**src/rtl/dfs_pkg.sv**
```systemverilog
package dfs_pkg;
   typedef struct packed {
      logic frame;
      logic timing;
      logic underrun;
   } dfs_err_t;

   localparam dfs_err_t DFS_NO_ERR = '{frame: 1'b0, timing: 1'b0, underrun: 1'b0};
endpackage

```
**src/rtl/dfs_rate_div.sv**
```systemverilog
module dfs_rate_div #(
   parameter int DIV_W = 8
) (
   input  logic             clk,
   input  logic             rst_n,
   input  logic             run,
   input  logic [DIV_W-1:0] limit,
   output logic             tick
);
   logic [DIV_W-1:0] cnt_q;
   logic             at_end;

   assign at_end = (cnt_q >= limit);
   assign tick   = run & at_end;

   always_ff @(posedge clk or negedge rst_n) begin
      if (!rst_n)
         cnt_q <= '0;
      else if (!run || at_end)
         cnt_q <= '0;
      else
         cnt_q <= cnt_q + 1'b1;
   end
endmodule

```
**src/rtl/dfs_trig_det.sv**
```systemverilog
module dfs_trig_det #(
   parameter bit TRIG_EDGE = 1'b1
) (
   input  logic clk,
   input  logic rst_n,
   input  logic trig_in,
   output logic trig_evt
);
   generate
      if (TRIG_EDGE) begin : g_edge
         logic trig_q;
         always_ff @(posedge clk or negedge rst_n) begin
            if (!rst_n) trig_q <= 1'b0;
            else        trig_q <= trig_in;
         end
         assign trig_evt = trig_in & ~trig_q;
      end else begin : g_level
         assign trig_evt = trig_in;
      end
   endgenerate
endmodule

```
**src/rtl/dfs_qualify.sv**
```systemverilog
module dfs_qualify #(
   parameter int NUM_DAC = 4
) (
   input  logic [NUM_DAC-1:0] mask,
   input  logic [NUM_DAC-1:0] loaded,
   input  logic [NUM_DAC-1:0] guard,
   output logic               timing_bad,
   output logic               underrun_bad
);
   logic [NUM_DAC-1:0] in_window;
   logic [NUM_DAC-1:0] empty;

   genvar i;
   generate
      for (i = 0; i < NUM_DAC; i++) begin : g_dac
         assign in_window[i] = mask[i] & guard[i];
         assign empty[i]     = mask[i] & ~loaded[i];
      end
   endgenerate

   assign timing_bad   = |in_window;
   assign underrun_bad = |empty;
endmodule

```
**src/rtl/dfs_frame_ctl.sv**
```systemverilog
module dfs_frame_ctl
   import dfs_pkg::*;
#(
   parameter int CNT_W = 8
) (
   input  logic             clk,
   input  logic             rst_n,
   input  logic             enable,
   input  logic             trig_evt,
   input  logic             req,
   input  logic             timing_bad,
   input  logic             underrun_bad,
   input  logic [CNT_W-1:0] frame_len,
   output logic             active,
   output logic             pulse,
   output dfs_err_t         errs,
   output logic             halted
);
   logic [CNT_W-1:0] remain_q;
   dfs_err_t         new_err;
   logic             start;

   assign halted = |errs;

   always_comb begin
      new_err.frame    = trig_evt & active;
      new_err.timing   = req & timing_bad;
      new_err.underrun = req & underrun_bad;
   end

   assign start = trig_evt & ~active & (frame_len != '0);

   always_ff @(posedge clk or negedge rst_n) begin
      if (!rst_n) begin
         remain_q <= '0;
         active   <= 1'b0;
         pulse    <= 1'b0;
         errs     <= DFS_NO_ERR;
      end else if (!enable) begin
         remain_q <= '0;
         active   <= 1'b0;
         pulse    <= 1'b0;
         errs     <= DFS_NO_ERR;
      end else begin
         pulse <= 1'b0;
         if (!halted) begin
            if (|new_err) begin
               errs   <= new_err;
               active <= 1'b0;
            end else if (req) begin
               pulse    <= 1'b1;
               remain_q <= remain_q - 1'b1;
               if (remain_q <= 1) active <= 1'b0;
            end else if (start) begin
               active   <= 1'b1;
               remain_q <= frame_len;
            end
         end
      end
   end
endmodule

```
**src/rtl/dac_frame_seq.sv**
```systemverilog
module dac_frame_seq
   import dfs_pkg::*;
#(
   parameter int NUM_DAC   = 4,
   parameter int DIV_W     = 8,
   parameter int CNT_W     = 8,
   parameter bit TRIG_EDGE = 1'b1
) (
   input  logic               clk,
   input  logic               rst_n,
   input  logic               enable,
   input  logic [DIV_W-1:0]   rate_div,
   input  logic [CNT_W-1:0]   frame_len,
   input  logic               frame_trig,
   input  logic [NUM_DAC-1:0] dac_mask,
   input  logic [NUM_DAC-1:0] dac_loaded,
   input  logic [NUM_DAC-1:0] dac_guard,
   output logic               conv_pulse,
   output logic               frame_active,
   output logic               halted,
   output logic               err_frame,
   output logic               err_timing,
   output logic               err_underrun
);
   generate
      if (NUM_DAC < 1 || NUM_DAC > 64) begin : g_bad_dac
         $error("dac_frame_seq: NUM_DAC out of range");
      end
      if (DIV_W < 1 || DIV_W > 32) begin : g_bad_div
         $error("dac_frame_seq: DIV_W out of range");
      end
      if (CNT_W < 1 || CNT_W > 32) begin : g_bad_cnt
         $error("dac_frame_seq: CNT_W out of range");
      end
   endgenerate

   logic     trig_evt;
   logic     rate_tick;
   logic     timing_bad;
   logic     underrun_bad;
   logic     run_div;
   dfs_err_t errs;

   assign run_div = enable & frame_active & ~halted;

   dfs_trig_det #(.TRIG_EDGE(TRIG_EDGE)) u_trig (
      .clk      (clk),
      .rst_n    (rst_n),
      .trig_in  (frame_trig),
      .trig_evt (trig_evt)
   );

   dfs_rate_div #(.DIV_W(DIV_W)) u_rate (
      .clk   (clk),
      .rst_n (rst_n),
      .run   (run_div),
      .limit (rate_div),
      .tick  (rate_tick)
   );

   dfs_qualify #(.NUM_DAC(NUM_DAC)) u_qual (
      .mask         (dac_mask),
      .loaded       (dac_loaded),
      .guard        (dac_guard),
      .timing_bad   (timing_bad),
      .underrun_bad (underrun_bad)
   );

   dfs_frame_ctl #(.CNT_W(CNT_W)) u_ctl (
      .clk          (clk),
      .rst_n        (rst_n),
      .enable       (enable),
      .trig_evt     (trig_evt),
      .req          (rate_tick),
      .timing_bad   (timing_bad),
      .underrun_bad (underrun_bad),
      .frame_len    (frame_len),
      .active       (frame_active),
      .pulse        (conv_pulse),
      .errs         (errs),
      .halted       (halted)
   );

   assign err_frame    = errs.frame;
   assign err_timing   = errs.timing;
   assign err_underrun = errs.underrun;
endmodule

```
**config.mk**
```make
export PLATFORM = sky130hd
export DESIGN_NAME = dac_frame_seq
export DESIGN_NICKNAME = d
export VERILOG_FILES = /design/src/rtl/dfs_pkg.sv /design/src/rtl/dfs_rate_div.sv /design/src/rtl/dfs_trig_det.sv /design/src/rtl/dfs_qualify.sv /design/src/rtl/dfs_frame_ctl.sv /design/src/rtl/dac_frame_seq.sv
export SDC_FILE = /design/constraint.sdc
export NUM_CORES = 1
export LEC_CHECK = 0
export BUFFER_PORTS_ARGS = -buffer_cell sky130_fd_sc_hd__buf_2
export CAP_MARGIN = 20
export CELL_PAD_IN_SITES_DETAIL_PLACEMENT = 1
export CELL_PAD_IN_SITES_GLOBAL_PLACEMENT = 1
export CORE_MARGIN = 1.5
export CORE_UTILIZATION = 36
export DETAILED_ROUTE_END_ITERATION = 8
export GPL_TIMING_DRIVEN = 1
export HOLD_SLACK_MARGIN = 0.08
export PLACE_DENSITY = 0.78
export SYNTH_ARGS = -nofsm -noshare
export SYNTH_HDL_FRONTEND = slang
export SYNTH_SLANG_ARGS = --single-unit
```
**constraint.sdc**
```tcl
create_clock -name clk -period 2.35 [get_ports clk]
set_clock_uncertainty 0.2 [all_clocks]
set_input_delay 0.47 -clock clk [delete_from_list [all_inputs] [get_ports clk]]
set_output_delay 0.47 -clock clk [all_outputs]
set_load 0.03 [all_outputs]
```
==> results of run 1 <==
state kept, by name, indices dropped and copies added (netlist names):
register              flops
u_ctl.remain_q            8
u_rate.cnt_q              8
u_ctl.errs                3
u_ctl.active              1
u_ctl.pulse               1
u_trig.g_edge.trig_q      1
cells in the final DEF (no fill, tap or decap), types with 3 or more instances in the layout:
cell,count
ha_1,8
inv_1,15
buf_2,37
xor2_1,5
nor4_1,4
a21oi_1,6
and3_1,3
o31ai_1,4
clkbuf_8,4
nor3_1,4
buf_4,29
nand3_1,7
dfrtp_1,22
o211ai_1,3
nor2_1,13
ha_4,3
nand2_1,13
path summary, 6_finish.rpt:
path	from	end	slack (ns)	cells after the start
min in group asynchronous	rst_n	u_ctl.pulse	0.52	2
worst max register to register	u_rate.cnt_q[5]	u_ctl.remain_q[4]	-0.06	8
max in group asynchronous	rst_n	u_rate.cnt_q[3]	1.08	2
worst min-delay path	frame_trig	u_trig.g_edge.trig_q	0.13	1
worst min register to register	u_ctl.errs[2]	u_ctl.errs[2]	0.37	2
worst max-delay path	u_rate.cnt_q[5]	u_ctl.remain_q[4]	-0.06	8
report_power, final:
part / leakage (nW) / total [mW] / switching (mW) / internal [mW]
sequential: 0.301 / 0.408 / 0.0172 / 0.391
combinational: 0.766 / 0.248 / 0.133 / 0.116
clock: 0.0288 / 0.278 / 0.128 / 0.149
cell type report:
type / instances / share of cell area (%)
Multi-Input combinational cell: 125 / 46.1
Sequential cell: 22 / 24.9
Timing Repair Buffer: 70 / 21.0
Tap cell: 50 / 2.83
Inverter: 16 / 2.71
Clock buffer: 4 / 2.49
cells by family after synthesis:
group	after synthesis	synth area share, %
buf+inv	21	6.64
flops	22	35.6
simple gates	69	24.6
mux	1	0.648
xor+xnor	6	3.40
fa+ha+maj	11	8.91
compound gates	38	20.2
stage by stage:
stage	instance area [µm²]	util, %	hold WS [ns]	TNS [ns]	instances
after global placement	2010	49.5	0.272	-1.63	280
final	2210	54.5	0.135	-0.182	287
after detailed placement	2010	49.5	0.274	-2.10	280
after floorplan	1580	-	-0.0256	-0.203	168
after global routing	2210	54.5	0.129	-0.697	287
after CTS	2100	51.8	0.135	-0.133	285
routing by layer:
metal | part of all wire [%] | vias up | track usage (%)
li1 | - | 744 | -
met1 | 41 | 782 | 25.8
met2 | 54 | 42 | 41.8
met3 | 3.2 | 12 | 1.62
met4 | 2.5 | 0 | 8.50
met5 | 0 | - | 0
critical path, stage by stage, from the launching register on:
cell and delay [ns]:
dfrtp_1 0.43, ha_4 0.29, nand4_1 0.11, a21oi_2 0.19
a21oi_4 0.10, buf_12 0.14, o41a_4 0.38, a22o_1 0.19
o31a_1 0.27
repair_timing:
item                                   CTS  global route
buffers inserted                         0             2
hold buffers                             1             0
endpoints found under the hold margin   22             0
setup endpoints to repair                8             9
pin swaps                                2             7
gates resized for setup                  4            17
==> impl_metrics.toml, run 1 <==
[cts]
cts_buffer_depth = 2
cts_tree = "built"
cts_inserted_buffers = 3
cts_root_buf = "clkbuf_8"
clock_latency_ns = 0.26
cts.sinks = 22
htreeDepth = 1
path_clk_slew_ns = 0.08

[floorplan]
design.die.area_um2 = 4690
chipHeight_um = 68.5
die_w_um = 68.5
core_area_um2 = 4060
row_count = 23
num_io_pins = 38
start_util_pct = 38.1

[grt]
gr-usage-all-layers_pct = 22.2
grt_pass1_wl_mm = 7.65
grt_pass1_vias = 1671
overflow = 0
antenna_found_initial = 0
grt_max_degree = 23

[routing]
routedWlPerCell_um = 17.5
dr.pass1.iters = 4
viasPerCell = 5.51
vias = 1580
antenna_left = 0
drc = 0
first_iter_violations = 45
wirelength_mm = 5.03

[synth]
yosysUniqueCellTypes = 51
synth_ff_type = "dfrtp_1"
yosysMostFrequentCell = "dfrtp_1"
synth.avg_cell_area_um2 = 9.20
ys_ff_latch = 22
synth_top_area_cell = "dfrtp_1"
syn-num-nets = 211
ys_warn_count = 0
synth_top_cell_area_share_pct = 35.6
syn_inst = 168
async_flop_share_pct = 100
synth_edf_count = 0
synthTopCellsByCount = "22 x dfrtp_1, 16 x inv_1, 14 x nand2_1, 14 x nor2_1, 11 x ha_1"
synth_seq_area_share_pct = 35.6
synth_area_um2 = 1550
synth.area.top_cells = "dfrtp_1 36%, ha_1 8.9%, inv_1 3.9%"

[placed_design]
io_buffers = 37
gp_congestion = 0.830
dp_slack_ns = -0.282
dp_hpwl_mm = 3.63

[timing]
setup_viol = 6
fin_crit_ns = 2.41
period_share_pct = 102
max-slew-margin-rel_pct = 49.2
fmax_ghz = 0.415
hold_violations = 0
rsz0062_at_grt = "true"
tightestPinTransition_ns = 0.761
finalWorstSetupSlack_ns = -0.0578
drv_slew = 0

[finish]
seqCellArea_um2 = 551
diodes = 0
drive_above_1_share_pct = 44.3
syn2layout_area_growth_pct = 43.2
nFillCells = 481
nets = 281
multi_input_area_um2 = 1020

[power_and_ir_drop]
p_leak_nw = 1.10
ir_drop_uv = 277
total_power_mw = 0.934
power.density_nw_per_um2 = 422

[critical_path]
cp.required_ns = 2.30
critPathArrivalTime_ns = 2.36
start_kind = "flop"
worstSetupPathType = "flop to flop"
critPathMaxFanout = 4
end_kind = "flop"

[outcome]
violations = "setup timing"
status = "finished with violations"

[run]
cap_violations = 0

[min_path]
min_path_type = "input pin to flop"
Note: power is estimated with default switching activity, not from simulation.
==> inputs of run 2 (changes only) <==
Settings changed: CORE_UTILIZATION 36 to 37, SYNTH_HIERARCHICAL from default to 1.
==> impl_metrics.toml, run 2 <==
[outcome]
status = "finished with violations"
violations = "setup timing"

[cts]
cts_inserted_buffers = 3
cts_buffer_depth = 2
clock_latency_ns = 0.27
path_clk_slew_ns = 0.08
cts_root_buf = "clkbuf_8"
htreeDepth = 1
cts.sinks = 22
cts_tree = "built"

[run]
cap_violations = 0

[critical_path]
critPathArrivalTime_ns = 2.62
cp.required_ns = 2.29
path_cells = "ha_4, or4_4, a21oi_4, o31ai_4, and2_4, buf_6, and2_4, a222oi_1, o32ai_2"
end_kind = "flop"
slowest_stage = "or4_4"
critPathMaxFanout = 3
worst_path_most_repeated_cell = "and2_4"
rrSetupSlack_ns = -0.33
worstSetupPathType = "flop to flop"
slowest_delay_ns = 0.54
start_kind = "flop"

[routing]
drc = 0
wl_met1_mm = 2.30
met3WireLength_um = 283
met2_length_mm = 2.59
wirelength_mm = 5.28
top_layer_used = "met4"
viasPerCell = 5.69
routedWlPerCell_um = 17.4
antenna_left = 0
dr.pass1.iters = 4
first_iter_violations = 68
vias = 1724

[placed_design]
place_inst = 292
postPlaceCellArea_um2 = 2170
gp_congestion = 0.832
io_buffers = 37
dp_hpwl_mm = 3.79

[synth]
synth_edf_count = 0
synth.area.top_cells = "dfrtp_1 33%, ha_1 8.3%, inv_1 4.1%"
ys_ff_latch = 22
synth_area_um2 = 1660
synth_top_area_cell = "dfrtp_1"
synth_top_cell_area_share_pct = 33.1
synthTopCellsByCount = "22 x dfrtp_1, 18 x inv_1, 12 x nor2_1, 11 x ha_1"
syn-num-nets = 221
yosysMostFrequentCell = "dfrtp_1"
async_flop_share_pct = 100
yosysUniqueCellTypes = 54
ys_warn_count = 6
synth.avg_cell_area_um2 = 9.35
syn_inst = 178
synth_ff_type = "dfrtp_1"
synth_seq_area_share_pct = 33.1

[grt]
antenna_found_initial = 0
grt_pass1_wl_mm = 8.50
grt_max_degree = 23
grt_pass1_vias = 1788
gr-usage-all-layers_pct = 22.0
overflow = 0

[floorplan]
start_util_pct = 38.2
core_area_um2 = 4350
design.die.area_um2 = 4910
num_io_pins = 38
row_count = 24
die_w_um = 70.1
chipHeight_um = 70.1

[power_and_ir_drop]
power.density_nw_per_um2 = 375
ir_drop_uv = 239
p_leak_nw = 1.15

[finish]
top_regs = "u_ctl/remain_q: 8 flops, u_rate/cnt_q: 8 flops, u_ctl/errs: 3 flops"
final_cell_area_um2 = 2400
diodes = 0
multi_input_area_um2 = 1160
nFillCells = 497
seqCellArea_um2 = 551
final_cell_mix = "37 x buf_2, 32 x buf_4, 22 x dfrtp_1, 15 x inv_1, 11 x nor2_1"
syn2layout_area_growth_pct = 44.3
finish.utilization_pct = 55.1
final_common_cell = "buf_2"
nets = 296
instances_no_fill = 303
drive_above_1_share_pct = 45.0

[timing]
tightestPinTransition_ns = 0.667
hold_violations = 0
timing.hold.ws_ns = 0.118
rsz0062_at_grt = "true"
fmax_ghz = 0.373
drv_slew = 0
max-slew-margin-rel_pct = 55.3
setup_viol = 10
period_share_pct = 114
fin_tns_setup_ns = -2.62
fin_crit_ns = 2.68
finalWorstSetupSlack_ns = -0.334

[min_path]
min_path_type = "input pin to flop"
## run 2: cell types whose count changed after synthesis, sizes merged, moves of 3 or more
cell	delta
a21oi	-5
and2	+3
o311ai	+3
a22oi	+3
inv	+3
nand2	-6
o211ai	+4
o2111ai	+6
nor2b	+4
## run 2: logic make-up (layout without fill, tap and decap cells)
kind of cell	Yosys count	in the layout	share of synthesized area, %
buffers and inverters	24	97	5.64
adders and majority gates	11	11	8.27
xor gates and xnor gates	6	6	3.16
and+or+nand+nor	67	67	24.0
muxes	2	2	1.28
DFF	22	22	33.1
AOI/OAI and AO/OA	46	46	24.6
## run 2: through the flow
step	setup slack, ns	power [mW]
finish	-0.334	0.899
global route	-0.418	0.938
CTS	-0.340	0.886
detailed placement	-0.668	0.629
global placement	-0.586	0.623
floorplan	-0.389	0.534
## run 2: repair_timing
action	in CTS	in global routing
cloned	0	0
gates resized for setup	20	10
endpoints found under the setup margin	10	12
hold buffers	1	0
hold endpoints to repair	22	0
pin swaps	16	11
buffers inserted	5	3
## run 2: layout make-up
type | count | area share, %
sequential | 22 | 22.9
multi-input combinational | 132 | 48.3
tap | 52 | 2.71
inverter | 19 | 3.70
clock buffer | 3 | 1.72
timing repair buffer | 75 | 20.6
## run 2: final timing paths
check / end / depth (start not counted) / startpoint
max: u_ctl/active / 9 / u_rate/cnt_q[2]
min: u_trig/g_edge.trig_q / 1 / frame_trig
max reg2reg: u_ctl/active / 9 / u_rate/cnt_q[2]
min reg2reg: u_rate/cnt_q[0] / 2 / u_rate/cnt_q[0]
max in group asynchronous: u_ctl/remain_q[5] / 2 / rst_n
min in group asynchronous: u_rate/cnt_q[5] / 2 / rst_n
## run 2: worst max-delay path: cells and delay by family (launching register included)
family	cells	cell delay (ns)
flops	1	0.42
buf+inv	1	0.13
compound gates	4	0.78
simple gates	3	0.86
fa+ha+maj	1	0.17
## run 2: routing by layer
metal  vias up  track usage [%]
met2        58             38.5
met3        10             3.17
met4         0             7.69
met1       842             27.7
met5         -                0
li1        814                -
## run 2: power by group
part           internal [mW]  leakage, nW  switching (mW)
logic                  0.106        0.832           0.137
registers              0.391        0.300          0.0166
clock network          0.115       0.0216           0.133
total                  0.613         1.15           0.287
==> inputs of run 3 (changes only) <==
Settings changed: MAX_ROUTING_LAYER from default to met4, PLACE_DENSITY 0.78 to 0.8.
==> impl_metrics.toml, run 3 (synthesis gave the netlist of run 2 again) <==
[outcome]
status = "finished with violations"
violations = "setup timing"

[floorplan]
die_w_um = 70.1
chipHeight_um = 70.1
design.die.area_um2 = 4910
core_area_um2 = 4350
row_count = 24
start_util_pct = 38.2
num_io_pins = 38

[critical_path]
end_kind = "flop"
r2r_cells = 10
critPathArrivalTime_ns = 2.64
start_kind = "flop"
cp.required_ns = 2.30
worstSetupPathType = "flop to flop"
critPathMaxFanout = 16

[cts]
cts.sinks = 22
cts_tree = "built"
cts_inserted_buffers = 3
clock_latency_ns = 0.26
htreeDepth = 1
cts_buffer_depth = 2
cts_root_buf = "clkbuf_8"
path_clk_slew_ns = 0.08

[finish]
drive_above_1_share_pct = 44.8
syn2layout_area_growth_pct = 40.5
top_regs = "u_ctl/remain_q: 8 flops, u_rate/cnt_q: 8 flops, u_ctl/errs: 3 flops"
seqCellArea_um2 = 551
nFillCells = 509
instances_no_fill = 300
nets = 293
finish.utilization_pct = 53.7
diodes = 0
multi_input_area_um2 = 1130
final_cell_mix = "37 x buf_2, 33 x buf_4, 22 x dfrtp_1, 14 x inv_1, 12 x nor2_1"
final_common_cell = "buf_2"

[timing]
max-slew-margin-rel_pct = 43.0
rsz0062_at_grt = "true"
hold_violations = 0
setup_viol = 10
timing.hold.ws_ns = 0.127
fin_tns_setup_ns = -2.89
drv_slew = 0
fin_crit_ns = 2.69
tightestPinTransition_ns = 0.850
finalWorstSetupSlack_ns = -0.336
fmax_ghz = 0.372
period_share_pct = 114

[power_and_ir_drop]
p_leak_nw = 1.12
total_power_mw = 0.889
ir_drop_uv = 181
power.density_nw_per_um2 = 380

[grt]
grt_pass1_vias = 1855
gr-usage-all-layers_pct = 23.4
antenna_found_initial = 0
grt_pass1_wl_mm = 9.03
grt_max_degree = 23
overflow = 0

[placed_design]
gp_congestion = 0.913
io_buffers = 37
dp_hpwl_mm = 3.93
place_inst = 292

[routing]
viasPerCell = 5.68
first_iter_violations = 67
drc = 0
routedWlPerCell_um = 18.3
dr.pass1.iters = 4
wirelength_mm = 5.50
vias = 1705
antenna_left = 0

[min_path]
hold_path_depth = 1
min_path_type = "input pin to flop"

[run]
cap_violations = 0
==> run 3: changes by cell type in the layout (fill, tap and decap cells not counted), sizes merged <==
cell	before	now
buf	74	71
==> run 3: per-layer routing <==
| metal | global-route usage [%] | part of all wire [%] |
|---|---|---|
| met1 | 31.4 | 45 |
| met5 | - | 0 |
| met3 | 2.16 | 4.5 |
| met4 | 4.49 | 0.62 |
| met2 | 38.9 | 50 |
==> run 3: final timing paths <==
kind                                 startpoint              endpoint  slack [ns]
worst max-delay path            u_rate/cnt_q[1]     u_ctl/remain_q[7]       -0.34
worst min-delay path                 frame_trig  u_trig/g_edge.trig_q        0.13
worst max register to register  u_rate/cnt_q[1]     u_ctl/remain_q[7]       -0.34
worst min register to register  u_rate/cnt_q[0]       u_rate/cnt_q[0]        0.37
max in group asynchronous                 rst_n       u_rate/cnt_q[4]        1.10
min in group asynchronous                 rst_n       u_rate/cnt_q[7]        0.51
==> run 3: layout make-up <==
type,instances,share of cell area [%]
clock buffer,3,1.77
inverter,19,3.80
multi-input combinational,132,48.5
sequential,22,23.5
tap,52,2.78
timing repair buffer,72,19.6
==> run 3: worst max-delay path, cell delays in order (launching register included) <==
cell	delay, ns
dfrtp_1	0.43
ha_4	0.17
or4_4	0.51
a21oi_4	0.15
o31ai_2	0.08
and2_4	0.17
buf_4	0.15
buf_8	0.15
nand2_2	0.12
nor4_1	0.08
a221o_1	0.35
==> run 3: power by group <==
group / leakage, nW / total (mW) / switching [mW] / internal (mW)
registers: 0.300 / 0.410 / 0.0188 / 0.391
clock network: 0.0216 / 0.242 / 0.127 / 0.115
logic: 0.802 / 0.237 / 0.136 / 0.101
==> run 3: metrics by stage <==
stage          worst slack [ns]  area (µm²)
2_1_floorplan            -0.389        1720
3_3_place_gp             -0.553        2170
3_5_place_dp             -0.676        2170
4_1_cts                  -0.390        2270
5_1_grt                  -0.417        2340
6_report                 -0.336        2340
==> run 3: what timing repair did <==
item                       CTS  global route
hold buffers                 1             0
pin swaps                   10             5
setup endpoints to repair   10            12
hold endpoints to repair    22             0
resized for setup            9            13
buffers inserted             4             0
